===== src/rtl/ipc_pkg.sv =====
// Package: vector low-byte arithmetic shared by the controller and its checker.
// Assumes vectors are two bytes apart, descending from 0xFE: reset-type
// sources first, then the external non-maskable pin, then the maskable sources.
package ipc_pkg;
    // Low byte of reset-type source i
    function automatic logic [7:0] nmi_lo(input int i);
        return 8'(254 - 2 * i);
    endfunction

    // Low byte of the external non-maskable pin
    function automatic logic [7:0] xirq_lo(input int n_nmi);
        return 8'(254 - 2 * n_nmi);
    endfunction

    // Low byte of maskable source m (0 = external line, m = p+1 for peripheral p)
    function automatic logic [7:0] mask_lo(input int n_nmi, input int m);
        return 8'(254 - 2 * (n_nmi + 1) - 2 * m);
    endfunction
endpackage


===== src/rtl/ipc_mask_state.sv =====
// Holds the X and I condition-code masks.
// Assumes ack_nm and ack_mk are never both 1. An acknowledge has priority over
// a software write. A software write can only clear X.
module ipc_mask_state (
    input  logic clk,
    input  logic rst_n,
    input  logic ack_nm,
    input  logic ack_mk,
    input  logic ccr_wr,
    input  logic ccr_wr_x,
    input  logic ccr_wr_i,
    output logic mask_x,
    output logic mask_i
);
    // Update both masks from acknowledges and software writes
    always_ff @(posedge clk) begin
        if (!rst_n) begin
            mask_x <= 1'b1;
            mask_i <= 1'b1;
        end else if (ack_nm) begin
            mask_x <= 1'b1;
            mask_i <= 1'b1;
        end else if (ack_mk) begin
            mask_i <= 1'b1;
        end else if (ccr_wr) begin
            mask_x <= mask_x & ccr_wr_x;
            mask_i <= ccr_wr_i;
        end
    end
endmodule


===== src/rtl/ipc_psel_reg.sv =====
// Priority-select register: stores bits 7:1 of the written byte, and bit 0
// reads as 0. Assumes the reset value names a valid vector low byte.
module ipc_psel_reg #(
    parameter logic [7:0] RESET_VAL = 8'hF2
) (
    input  logic       clk,
    input  logic       rst_n,
    input  logic       psel_wr,
    input  logic [7:0] psel_wdata,
    output logic [7:0] psel_rd
);
    logic [6:0] sel_q;

    // Capture the upper seven bits on a write
    always_ff @(posedge clk) begin
        if (!rst_n)       sel_q <= RESET_VAL[7:1];
        else if (psel_wr) sel_q <= psel_wdata[7:1];
    end

    assign psel_rd = {sel_q, 1'b0};
endmodule


===== src/rtl/ipc_mask_arb.sv =====
// Maskable arbiter: a promoted candidate (vector equal to the select byte)
// wins. Otherwise the lowest index wins, which is the highest vector address.
// Assumes all vector bytes are distinct, so at most one source is promoted.
module ipc_mask_arb #(
    parameter int N_NMI  = 5,
    parameter int N_MASK = 28,
    localparam int IW    = $clog2(N_MASK)
) (
    input  logic [N_MASK-1:0] act,
    input  logic              gmask,
    input  logic [7:0]        psel,
    output logic              valid,
    output logic [7:0]        lo
);
    logic [N_MASK-1:0] promo;
    logic [N_MASK-1:0] cand;
    logic [IW-1:0]     win_def;
    logic [IW-1:0]     win_pro;
    logic              any_pro;

    // Compare each source's fixed vector with the select byte
    for (genvar m = 0; m < N_MASK; m++) begin : g_match
        assign promo[m] = (psel[7:1] == ipc_pkg::mask_lo(N_NMI, m)[7:1]);
    end

    assign cand    = gmask ? '0 : act;
    assign any_pro = |(cand & promo);
    assign valid   = |cand;

    // Priority-encode the default order and the promoted candidate
    always_comb begin
        win_def = '0;
        win_pro = '0;
        for (int m = N_MASK - 1; m >= 0; m--) begin
            if (cand[m])            win_def = IW'(m);
            if (cand[m] && promo[m]) win_pro = IW'(m);
        end
    end

    assign lo = ipc_pkg::mask_lo(N_NMI, int'(any_pro ? win_pro : win_def));
endmodule


===== src/rtl/irq_prio_ctrl.sv =====
// Top of the interrupt controller: picks between the reset-type group, the
// external non-maskable pin and the maskable arbiter, and registers the
// pending flag and the vector. Assumes the inputs are synchronous to clk.
module irq_prio_ctrl #(
    parameter int N_NMI    = 5,
    parameter int N_PERIPH = 27,
    localparam int N_MASK  = N_PERIPH + 1
) (
    input  logic                clk,
    input  logic                rst_n,
    input  logic [N_NMI-1:0]    nmi_req,
    input  logic                xirq_n,
    input  logic                irq_pin,
    input  logic                irq_pol,
    input  logic [N_PERIPH-1:0] periph_flag,
    input  logic [N_PERIPH-1:0] periph_en,
    input  logic                ccr_wr,
    input  logic                ccr_wr_x,
    input  logic                ccr_wr_i,
    input  logic                int_ack,
    input  logic                psel_wr,
    input  logic [7:0]          psel_wdata,
    output logic                irq_pend,
    output logic [15:0]         vec_addr,
    output logic [7:0]          psel_rd,
    output logic                mask_x,
    output logic                mask_i
);
    logic [N_MASK-1:0] act;
    logic              m_valid;
    logic [7:0]        m_lo;
    logic              win_valid;
    logic              win_nm;
    logic [7:0]        win_lo;
    logic              nm_q;
    logic [7:0]        lo_q;
    logic              ack_nm;
    logic              ack_mk;

    assign act    = {periph_flag & periph_en, irq_pin == irq_pol};
    assign ack_nm = int_ack & irq_pend & nm_q;
    assign ack_mk = int_ack & irq_pend & ~nm_q;

    ipc_mask_state u_mask (
        .clk(clk), .rst_n(rst_n), .ack_nm(ack_nm), .ack_mk(ack_mk),
        .ccr_wr(ccr_wr), .ccr_wr_x(ccr_wr_x), .ccr_wr_i(ccr_wr_i),
        .mask_x(mask_x), .mask_i(mask_i)
    );

    ipc_psel_reg #(.RESET_VAL(ipc_pkg::mask_lo(N_NMI, 0))) u_psel (
        .clk(clk), .rst_n(rst_n), .psel_wr(psel_wr),
        .psel_wdata(psel_wdata), .psel_rd(psel_rd)
    );

    ipc_mask_arb #(.N_NMI(N_NMI), .N_MASK(N_MASK)) u_arb (
        .act(act), .gmask(mask_i), .psel(psel_rd),
        .valid(m_valid), .lo(m_lo)
    );

    // Combine non-maskable and maskable winners in fixed priority
    always_comb begin
        win_valid = m_valid;
        win_nm    = 1'b0;
        win_lo    = m_lo;
        if (!xirq_n && !mask_x) begin
            win_valid = 1'b1;
            win_nm    = 1'b1;
            win_lo    = ipc_pkg::xirq_lo(N_NMI);
        end
        for (int i = N_NMI - 1; i >= 0; i--) begin
            if (nmi_req[i]) begin
                win_valid = 1'b1;
                win_nm    = 1'b1;
                win_lo    = ipc_pkg::nmi_lo(i);
            end
        end
    end

    // Register the pending flag, the vector and the winner's kind
    always_ff @(posedge clk) begin
        if (!rst_n) begin
            irq_pend <= 1'b0;
            nm_q     <= 1'b0;
            lo_q     <= 8'h00;
        end else begin
            irq_pend <= win_valid;
            nm_q     <= win_nm;
            lo_q     <= win_valid ? win_lo : 8'h00;
        end
    end

    assign vec_addr = irq_pend ? {8'hFF, lo_q} : 16'h0000;
endmodule


===== config.mk =====
export PLATFORM = sky130hd
export DESIGN_NAME = irq_prio_ctrl
export DESIGN_NICKNAME = d
export VERILOG_FILES = /design/src/rtl/ipc_pkg.sv /design/src/rtl/ipc_mask_state.sv /design/src/rtl/ipc_psel_reg.sv /design/src/rtl/ipc_mask_arb.sv /design/src/rtl/irq_prio_ctrl.sv
export SDC_FILE = /design/constraint.sdc
export NUM_CORES = 1
export LEC_CHECK = 0
export BUFFER_PORTS_ARGS = -buffer_cell sky130_fd_sc_hd__buf_2
export CORE_AREA = 2 2 76 63
export DETAILED_ROUTE_END_ITERATION = 10
export DIE_AREA = 0 0 78 65
export GPL_TIMING_DRIVEN = 0
export PLACE_DENSITY = 0.95
export SLEW_MARGIN = 30
export SYNTH_ARGS = -nofsm -noshare
export SYNTH_HDL_FRONTEND = slang
export SYNTH_HIERARCHICAL = 1
export SYNTH_SLANG_ARGS = --single-unit

===== constraint.sdc =====
create_clock -name clk -period 4.57 [get_ports clk]
set_input_delay 0.457 -clock clk [delete_from_list [all_inputs] [get_ports clk]]
set_output_delay 0.457 -clock clk [all_outputs]
set_load 0.005 [all_outputs]

# After elaboration in Yosys (flattened, before gate mapping)
# Index checks and enable logic that the tools add are counted.
# word_totals
ram_bits,0
reg_bits,19
n_memories,0
in_bits,77
latchBits,0
mem_bits_ro,0
# op_classes
eq_ne,29
n_reduce_logical,38
div,0
shifts,0
n_lt_le_gt_ge,0
n_mul,0
add_sub_neg,1
bitwise,10
muxes,77
# ops
cell,n
5-bit two-way mux,57
7-bit == test (second input constant),28
28-bit OR reduction,2
8-bit two-way mux,6
1-bit logical AND,29
28-bit bitwise AND,1
28-bit two-way mux,1
27-bit bitwise AND,1
16-bit two-way mux,1
1-bit two-way mux,12
8-bit OR reduction,1
5-bit by 8-bit subtractor with 8-bit output (first input constant),1
1-bit bitwise AND,4
1-bit inverter,4
2-bit AND reduction,2
3-bit OR reduction,1
1-bit logical NOT,2
2-bit OR reduction,1
1-bit == test,1

# Depth between registers and ports, before layout
# logic_depth
depth_word,39
mapped_depth,12

# Hierarchy
# The synthesis kept the hierarchy.
# modules_own_cells
module,area_per_inst_um2,instances,cells_per_inst
ipc_mask_arb,1101.1,1,159
irq_prio_ctrl,689.4,1,85
ipc_psel_reg,264.0,1,24
ipc_mask_state,80.1,1,7

# Worst setup path after synthesis
# OpenSTA, ideal clock, no wires.
# synth_timing
path_kind,input -> register
startpoint,in periph_flag[18]
endpoint,reg lo_q[6]
t_required_ns,4.447
slack_ns,1.929
arrival_time_ns,2.519
n_path_buf,0
path_stages,10
setup_time_ns,0.123
cell_sequence,and2_1 -> or4_4 -> o21ai_0 -> a21oi_1 -> nand4b_1 -> a41o_1 -> ha_1 -> or3_1 -> nand2_1 -> a21boi_0
# synth_between
elab_chain_cells,31
elab_cells_between_ends,61
cone_classes,add/sub: 1; mux: 54; bitwise: 2; reduce/logical: 4
# synth_rtl
element,line_no,rtl
from (decl),irq_prio_ctrl.sv:15,"input logic [N_PERIPH-1:0] periph_flag,"
27-bit bitwise AND *,irq_prio_ctrl.sv:40,"assign act = {periph_flag & periph_en, irq_pin == irq_pol};"
28-bit two-way mux *,ipc_mask_arb.sv:26,assign cand = gmask ? '0 : act;
1-bit logical AND,ipc_mask_arb.sv:36,if (cand[m] && promo[m]) win_pro = IW'(m);
5-bit two-way mux (20 in a row),ipc_mask_arb.sv:36,
5-bit two-way mux *,ipc_mask_arb.sv:40,"assign lo = ipc_pkg::mask_lo(N_NMI, int'(any_pro ? win_pro : win_def));"
5-bit by 8-bit subtractor with 8-bit output *,ipc_pkg.sv:17,return 8'(254 - 2 * (n_nmi + 1) - 2 * m);
named net m_lo[6],irq_prio_ctrl.sv:31,logic [7:0] m_lo;
8-bit two-way mux *,irq_prio_ctrl.sv:65,if (!xirq_n && !mask_x) begin
8-bit two-way mux * (5 in a row),irq_prio_ctrl.sv:71,if (nmi_req[i]) begin
to (signal assigned),irq_prio_ctrl.sv:88,lo_q <= win_valid ? win_lo : 8'h00;
to (decl),irq_prio_ctrl.sv:36,logic [7:0] lo_q;
# The timed path passes the listed nets; every way through them passes the cells marked *.
# A chain may end at the register's enable or synchronous reset.

# Worst setup path after layout
# layout_timing
startpoint,reg u_psel.sel_q[0]
endpoint,reg lo_q[6]
# layout_between
elab_chain_cells,38
elab_cells_between_ends,94
cone_classes,add/sub: 1; eq/ne: 28; mux: 35; bitwise: 1; reduce/logical: 29
# layout_rtl
element,line_no,rtl
from (decl),ipc_psel_reg.sv:12,logic [6:0] sel_q;
from (signal assigned),ipc_psel_reg.sv:16,if (!rst_n) sel_q <= RESET_VAL[7:1];
from (signal assigned),ipc_psel_reg.sv:17,else if (psel_wr) sel_q <= psel_wdata[7:1];
7-bit == test,ipc_mask_arb.sv:23,"assign promo[m] = (psel[7:1] == ipc_pkg::mask_lo(N_NMI, m)[7:1]);"
1-bit logical AND,ipc_mask_arb.sv:36,
5-bit two-way mux (28 in a row),ipc_mask_arb.sv:36,
5-bit two-way mux *,ipc_mask_arb.sv:40,
5-bit by 8-bit subtractor with 8-bit output *,ipc_pkg.sv:17,
named net m_lo[6],irq_prio_ctrl.sv:31,
8-bit two-way mux *,irq_prio_ctrl.sv:65,
8-bit two-way mux * (5 in a row),irq_prio_ctrl.sv:71,
# Marks and branches as above.

==> reports/qor.yml <==
yosys:
  syn_inst: 275
  synth_edf_count: 0
  syn-cell-area_um2: 2130
  yosys_register_bits: 19
  ys.flop_type: "dfxtp_1"
  synth_warnings: 6
  syn_nets: 353
  synthArstFlopShare: 0
  synth.distinct_cells: 74
  yosysSeqAreaShare: 0.178
  syn_avg_cell_area_um2: 7.76
critical_path:
  cp.required_ns: 4.71
  cp.depth: 10
  crit_fanout: 10
  slowest_delay_ns: 0.42
  end_kind: "flop"
  arrival_ns: 2.95
  critPathLaunchType: "flop"
  critPathKind: "reg -> reg"
  worstReg2RegStart: "u_psel/sel_q[0]"
  critPathLaunch: "u_psel/sel_q[0]"
  r2r-end: "lo_q[6]"
  reg2reg_depth: 10
  cp_num_buf_inv: 2
  crit_end: "lo_q[6]"
  critPathTopFamily: "compound AO/OA/AOI/OAI gates"
  crit_chain: "buf_6 -> buf_8 -> mux2_4 -> a41oi_1 -> nand4b_1 -> a41o_1 -> ha_1 -> or3_1 -> nand2_1 -> a21boi_0"
  worst_path_max_delay_cell: "a41oi_1"
  r2r_slack_ns: 1.76
cts:
  path_clk_slew_ns: 0.07
  postCtsSetupBuffers: 0
  ctsResizeCount: 0
  cts_tree: "done"
  cts_buffer_depth: 2
  cts_sinks: 19
  cts_buffers: 3
  cts_hold_buf: 0
  cts-root-buf: "clkbuf_8"
  insertion_delay_ns: 0.26
  htreeDepth: 1
global_route:
  grt_usage: 0.253
  grt_pass1_wl_mm: 10.4
  antenna_found_initial: 0
  grt_start_max_net_pins: 20
  grt_overflow: 0
  grt_pass1_vias: 2287
pwr:
  peakVddDrop_mv: 0.179
  p_per_area_nw_per_um2: 177
  total_power_uw: 489
  leakagePower_uw: 0.00130
timing:
  finalClockSkew_ns: 0.00609
  finalSetupViolCount: 0
  layout_min_cycle_time_ns: 2.81
  period_share: 0.614
  worst_pin_slew_ns: 0.511
  tns_ns: 0
  slew_headroom: 0.659
  grt_setup_unrepaired: "false"
  drv_slew: 0
  hold_viol: 0
  fmax_mhz: 356
routing:
  firstDrtPassIters: 5
  wl_per_cell_um: 14.8
  routed_wl_mm: 6.49
  route.vias.total: 2506
  drc: 0
  ant_nets: 0
  drtIter0Drc: 276
  avgViaCountPerCell: 5.71
layout:
  nets: 458
  synthToLayoutAreaGrowth_pct: 29.1
  drive_gt1_frac: 0.367
  layout_commonest_cell: "buf_2"
  mostFrequentLayoutCells: "buf_2, and2_1, nand2_1, dfxtp_1"
  final_util: 0.626
  diodes: 0
  fillerInstances: 425
floorplanning:
  dieArea_um2: 5070
  die_x_um: 78
  core_area_um2: 4400
  core.rowCount: 22
  die-height_um: 65
  ioPinCount: 104
  floorplan.initialDensity: 0.485
hold_path:
  hold_class: "in -> reg"
outcome:
  outcome: "finished clean"
placement:
  hpwlAfterDp_mm: 5.20
  gp_congestion: 0.964
  io_buffers: 100
job:
  cap_viol_max_count: 0
## sequential cells by signal (all words and copies together), names as in the netlist
name / flops
lo_q: 8
u_psel/sel_q: 7
irq_pend: 1
nm_q: 1
u_mask/mask_i: 1
u_mask/mask_x: 1
## where the power goes
part | switching, µW | leakage (µW) | internal [µW]
Clock | 55.4 | 0.0000255 | 60.6
Combinational | 92.1 | 0.00112 | 94.0
Sequential | 11.0 | 0.000158 | 175
Total | 159 | 0.00130 | 330
## worst min-delay path by stage
stage                          from               to  slack, ns  cells past startpoint
detailed placement    u_mask/mask_x    u_mask/mask_x       0.53                      1
global route          psel_wdata[4]  u_psel/sel_q[3]       0.44                      3
global placement    u_psel/sel_q[0]  u_psel/sel_q[0]       0.50                      2
CTS                   psel_wdata[6]  u_psel/sel_q[5]       0.42                      3
floorplan             u_mask/mask_x    u_mask/mask_x       0.50                      1
finish                psel_wdata[6]  u_psel/sel_q[5]       0.43                      3
## routing by layer
layer,track usage,vias up,wire [µm]
met4,0.0548,0,72
met1,0.334,1146,2850
met2,0.432,145,2940
met3,0.0446,8,625
li1,-,1207,-
met5,0,-,0
## kinds of logic after synthesis
family                   Yosys count  synth area share
buffers and inverters             31            0.0879
AO/OA/AOI/OAI                     63             0.217
XOR/XNOR                           3            0.0123
flip-flops                        19             0.178
adder cells (fa/ha/maj)            1           0.00586
AND/OR/NAND/NOR                  132             0.379
multiplexers                      23             0.114
other                              3           0.00528
## through the flow
| stage | hold slack, ns | instance area [µm²] | cells | setup WS (ns) |
|---|---|---|---|---|
| global placement | 0.501 | 2710 | 435 | 1.60 |
| floorplan | 0.502 | 2130 | 275 | 1.93 |
| finish | 0.428 | 2760 | 439 | 1.76 |
| detailed placement | 0.529 | 2710 | 435 | 1.58 |
| CTS | 0.418 | 2760 | 439 | 1.80 |
| global route | 0.442 | 2760 | 439 | 1.57 |
## cell type report
type	count	area, µm²	share of cell area
buffer	21	150	0.0545
clock buffer	3	41.3	0.0150
clock inverter	1	5.00	0.00182
inverter	10	37.5	0.0136
multi-input combinational	225	1570	0.568
sequential	19	380	0.138
tap	60	75.1	0.0272
timing repair buffer	100	500	0.182
## synthesized netlist by cell type, types with 2 or more instances
cell type	count	area, µm²
nor4_1	10	62.6
a32oi_1	2	17.5
a21oi_1	15	75.1
a211o_1	2	17.5
mux2_1	2	22.5
or3_1	2	12.5
xnor2_1	2	17.5
or4_1	4	30.0
and2_1	35	219
o31a_1	3	26.3
o211ai_1	2	15.0
o31ai_1	2	15.0
mux2_2	5	56.3
mux2i_1	15	150
nand4_1	2	12.5
dfxtp_1	19	380
buf_6	2	22.5
o211a_1	2	20.0
inv_1	10	37.5
nand3_1	7	35.0
nand3b_1	4	30.0
and3_1	3	18.8
a211oi_1	2	15.0
nor4b_1	2	17.5
a221oi_1	3	26.3
conb_1	3	11.3
nand2b_1	5	31.3
nor2_1	15	56.3
o21bai_1	3	22.5
buf_4	11	82.6
nor2b_1	4	25.0
o2bb2ai_1	2	17.5
and2_2	2	15.0
clkbuf_1	3	11.3
o21ai_0	6	30.0
buf_2	3	15.0
a21boi_0	5	37.5
nand2_1	20	75.1
## worst register-to-register path: stages (launching register included)
cell and delay, ns:
dfxtp_1 0.37, buf_6 0.17, buf_8 0.16, mux2_4 0.31
a41oi_1 0.42, nand4b_1 0.19, a41o_1 0.32, ha_1 0.25
or3_1 0.37, nand2_1 0.07, a21boi_0 0.08
No activity file was read; power rests on OpenSTA's default activity.
